--- src/rtl/lcd_quad_drive.sv ---
module lcd_quad_drive #(
  parameter int NUM_SEG     = 41,
  parameter int SLOT_CYCLES = 8
) (
  input  logic                   clk,
  input  logic                   rst_n,
  input  logic [4*NUM_SEG-1:0]   disp_bits,
  input  logic                   bias_half,
  input  logic                   blank,
  input  logic                   sleep,
  input  logic [1:0]             port_sel,
  output logic [7:0]             com_lvl,
  output logic [2*NUM_SEG-1:0]   seg_lvl
);
  localparam int NUM_COM = 4;
  localparam int MAX_PORT = 4;
  localparam int CW = (SLOT_CYCLES > 1) ? $clog2(SLOT_CYCLES) : 1;
  localparam logic [1:0] GND = 2'd0, LOW = 2'd1, HIGH = 2'd2, RAIL = 2'd3;

  logic [CW-1:0] cnt_q;
  logic [1:0]    slot_q;
  logic          neg_q;
  logic          run_q;
  logic          slp_q;

  logic          edge_w;
  logic [1:0]    slot_n;
  logic          neg_n;
  logic [1:0]    sel_l, unsel_l, on_l, off_l;
  logic [2:0]    nports;
  logic [7:0]             com_n;
  logic [2*NUM_SEG-1:0]   seg_n;

  assign edge_w  = (cnt_q == CW'(SLOT_CYCLES - 1));
  assign slot_n  = slot_q + 2'd1;
  assign neg_n   = (slot_q == 2'd3) ? ~neg_q : neg_q;

  assign sel_l   = neg_n ? GND : RAIL;
  assign on_l    = neg_n ? RAIL : GND;
  assign unsel_l = bias_half ? LOW : (neg_n ? HIGH : LOW);
  assign off_l   = bias_half ? sel_l : (neg_n ? LOW : HIGH);

  always_comb begin
    case (port_sel)
      2'd0:    nports = 3'd0;
      2'd1:    nports = 3'd1;
      2'd2:    nports = 3'd3;
      default: nports = 3'd4;
    endcase
  end

  for (genvar c = 0; c < NUM_COM; c++) begin : g_com
    assign com_n[2*c +: 2] = sleep ? GND : ((slot_n == 2'(c)) ? sel_l : unsel_l);
  end

  for (genvar s = 0; s < NUM_SEG; s++) begin : g_seg
    logic [3:0] grp;
    logic       lit;
    logic [1:0] mux_l;
    assign grp   = disp_bits[4*s +: 4];
    assign lit   = grp[slot_n] & ~blank;
    assign mux_l = sleep ? GND : (lit ? on_l : off_l);
    if (s < MAX_PORT) begin : g_port
      logic is_port;
      assign is_port = (nports > 3'(s));
      assign seg_n[2*s +: 2] = is_port ? {2{grp[0]}} : mux_l;
    end else begin : g_plain
      assign seg_n[2*s +: 2] = mux_l;
    end
  end

  always_ff @(posedge clk or negedge rst_n) begin
    if (!rst_n) begin
      cnt_q   <= '0;
      slot_q  <= 2'd3;
      neg_q   <= 1'b1;
      run_q   <= 1'b0;
      slp_q   <= 1'b0;
      com_lvl <= '0;
      seg_lvl <= '0;
    end else if (edge_w) begin
      cnt_q   <= '0;
      slot_q  <= slot_n;
      neg_q   <= neg_n;
      run_q   <= 1'b1;
      slp_q   <= sleep;
      com_lvl <= com_n;
      seg_lvl <= seg_n;
    end else begin
      cnt_q   <= cnt_q + CW'(1);
    end
  end
endmodule


--- config.mk ---
export PLATFORM = sky130hd
export DESIGN_NAME = lcd_quad_drive
export DESIGN_NICKNAME = d
export VERILOG_FILES = /design/src/rtl/lcd_quad_drive.sv
export SDC_FILE = /design/constraint.sdc
export NUM_CORES = 1
export LEC_CHECK = 0
export ABC_AREA = 1
export BUFFER_PORTS_ARGS = -buffer_cell sky130_fd_sc_hd__buf_2
export CAP_MARGIN = 25
export CORE_UTILIZATION = 35
export CTS_BUF_LIST = sky130_fd_sc_hd__clkbuf_8
export DETAILED_ROUTE_END_ITERATION = 12
export HOLD_SLACK_MARGIN = 0.12
export PLACE_DENSITY = 0.65
export SLEW_MARGIN = 20
export SYNTH_ARGS = -nofsm -noshare
export SYNTH_HDL_FRONTEND = slang
export SYNTH_SLANG_ARGS = --single-unit
--- constraint.sdc ---
create_clock -name clk -period 6.4 [get_ports clk]
set_input_delay 0.32 -clock clk [delete_from_list [all_inputs] [get_ports clk]]
set_output_delay 0.32 -clock clk [all_outputs]
set_load 0.005 [all_outputs]
==> impl_metrics.ini <==
[run_status]
run_status = finished clean

[critical_path]
r2r_start = slot_q[0]
reg2reg_depth = 10
crit_path_max_incr_delay_ns = 0.75
cp-startpoint = slot_q[0]
critical_path.endpoint = seg_lvl[66]
required_ns = 6.66
cp-end-kind = register
cp_max_fo = 69
critPathArrivalTime_ns = 3.95
crit_chain = buf_4, inv_2, ha_1, inv_2, buf_4, o21ai_0, o21ai_1, nand3_1, nand3_1, nand2_1
rrSetupSlack_ns = 2.71
crit_slowest_cell = dfstp_2
crit_type = register to register
cp-start-kind = register
worst_r2r_endpoint = seg_lvl[66]

[logic_synthesis]
synth_fa_ha_area_share_pct = 2.667
ys_seq_area_share_pct = 39.45
synth-simple-area-share_pct = 38.12
synth_cells = 918
synth.net_count = 1102
yosys_warnings = 0
synth-xor-area-share_pct = 0.1436
syn_area_um2 = 6098
ys_ff_latch = 96
synthMuxAreaShare_pct = 0
synth_top_family_by_area = simple AND/OR/NAND/NOR gates
ys_types = 24
synth_compound_area_share_pct = 12.13
postSynthAreaPerCell_um2 = 6.643

[clock_network]
cts_setup_buffers = 0
clock_sinks = 96
root_buffer = clkbuf_8
cts_tree = built
clock_path_buffers = 2
cts_buffers = 9
clk_latency_ns = 0.36
ctsHoldBuffers = 1
clkTransAtPathRegs_ns = 0.10
cts-htree-levels = 3
cts_resized = 0

[timing]
tns_ns = 0
slew_viol_final = 0
finalHoldViolations = 0
relSlewSlack_pct = 33.96
tightest_slew_ns = 0.9906
finalCritPeriodShare_pct = 57.71
fmax_mhz = 270.8
fin_crit_ns = 3.693
setup_viol = 0
rsz0062_at_grt = no
finClkSkew_ns = 0.01249

[min_path]
worstHoldPathType = input pin to register

[global_route]
antenna_found_initial = 0
grt_usage_pct = 20.81
grt_pass1_vias = 6111
grt_pass1_wl_um = 29930
grt_max_degree = 89
grt-ovfl-total = 0

[cells_and_area]
synthToLayoutAreaGrowth_pct = 26.32
num-fill-cells = 1755
fin_area_um2 = 7704
final_common_cell = nand2_1
nets = 1318
seq_area_um2 = 2406
diodes = 0
fin_util_pct = 45.80
drive_above_1_share_pct = 27.48
final_cell_mix = nand2_1, buf_2, nand3_1
multiInputGateArea_um2 = 3248

[floorplanning]
start_util_pct = 36.26
fp.dieW_um = 134
io_pins = 261
num_rows = 47
die_h_um = 134
fp.dieArea_um2 = 17960
core-area_um2 = 16820

[placed_design]
gp_congestion = 0.7611
place_hpwl_um = 12970
io_buffers = 260
place_area_um2 = 7452

[detailed_routing]
vias = 6705
wl_um = 18940
wl_per_cell_um = 13.94
drc = 0
postRouteAntennaNets = 0
drtPass1Iterations = 6
vias_per_cell = 4.934
drt_iter0_drc = 400

[power_and_ir_drop]
power_density_nw_per_um2 = 169.2
p_leak_nw = 4.464
vdd_drop_max_mv = 0.1273

[flow_run]
cap_violations = 0
## where the power goes
group	switching, mW	total [mW]	internal, mW	leakage [nW]
logic	0.115	0.211	0.0962	3.11
clock network	0.213	0.439	0.227	0.120
registers	0.0162	0.652	0.636	1.24
total	0.344	1.30	0.959	4.46
## routing by layer
| layer | routed length, µm | vias to the layer above | global-route usage, % |
|---|---|---|---|
| met1 | 8630 | 3077 | 27.62 |
| li1 | - | 3385 | - |
| met5 | 0 | - | 0 |
| met3 | 1188 | 14 | 3.061 |
| met2 | 8911 | 229 | 35.12 |
| met4 | 208 | 0 | 5.808 |
## metrics by stage
stage	power (mW)	instances	worst slack (ns)	hold slack (ns)
after floorplan	0.7569	918	4.212	0.02441
after global placement	0.8744	1339	2.797	0.3813
after detailed placement	0.8758	1341	2.756	0.3829
after CTS	1.321	1358	2.747	0.2781
after global routing	1.374	1359	2.372	0.3169
final	1.303	1359	2.707	0.3012
## critical path: cells and delay by family, from the launching register on
kind	cells	cell delay (ns)
adders and majority gates	1	0.39
DFF	1	0.75
buffers and inverters	4	1.70
AOI/OAI and AO/OA	2	0.40
and+or+nand+nor	3	0.31
## cell type report
class	count	area share (%)
Multi-Input combinational cell	723	42.16
Sequential cell	96	31.23
Timing Repair Buffer	271	18.65
Tap cell	220	3.573
Clock buffer	10	1.787
Inverter	33	1.608
Clock inverter	6	0.9907
## state kept, by name, indices dropped and copies added, names as in the netlist
signal   flops
neg_q        1
com_lvl      8
seg_lvl     82
cnt_q        3
slot_q       2
## logic make-up (layout without fill, tap and decap cells)
kind of cell | Yosys count | after routing
flops | 96 | 96
buf+inv | 99 | 320
xor+xnor | 1 | 1
simple gates | 568 | 568
fa+ha+maj | 13 | 13
compound gates | 141 | 141
## worst min path at each step
stage	depth (start not counted)	slack (ns)	start	endpoint
floorplan	0	0.02	rst_n	cnt_q[0]
global placement	1	0.38	rst_n	seg_lvl[13]
detailed placement	1	0.38	rst_n	seg_lvl[13]
CTS	3	0.28	disp_bits[12]	seg_lvl[7]
global route	4	0.32	sleep	seg_lvl[0]
finish	3	0.30	disp_bits[8]	seg_lvl[5]
## cell usage after synthesis
library cell	instances	area share, %
a21oi_1	13	1.1
buf_1	10	0.62
buf_2	23	1.9
buf_4	7	0.86
buf_6	2	0.37
buf_8	1	0.25
clkbuf_1	20	1.2
clkbuf_2	3	0.25
dfrtp_1	93	38
dfstp_2	3	1.3
ha_1	13	2.7
inv_1	28	1.7
inv_2	5	0.31
nand2_1	304	19
nand3_1	131	11
nor2_1	121	7.4
nor2_2	9	0.92
nor3_1	1	0.082
o21ai_0	76	6.2
o21ai_1	43	3.5
o21ai_2	9	1.3
or2_1	1	0.10
or2_2	1	0.10
xor2_1	1	0.14
No activity file was read; power rests on OpenSTA's default activity.
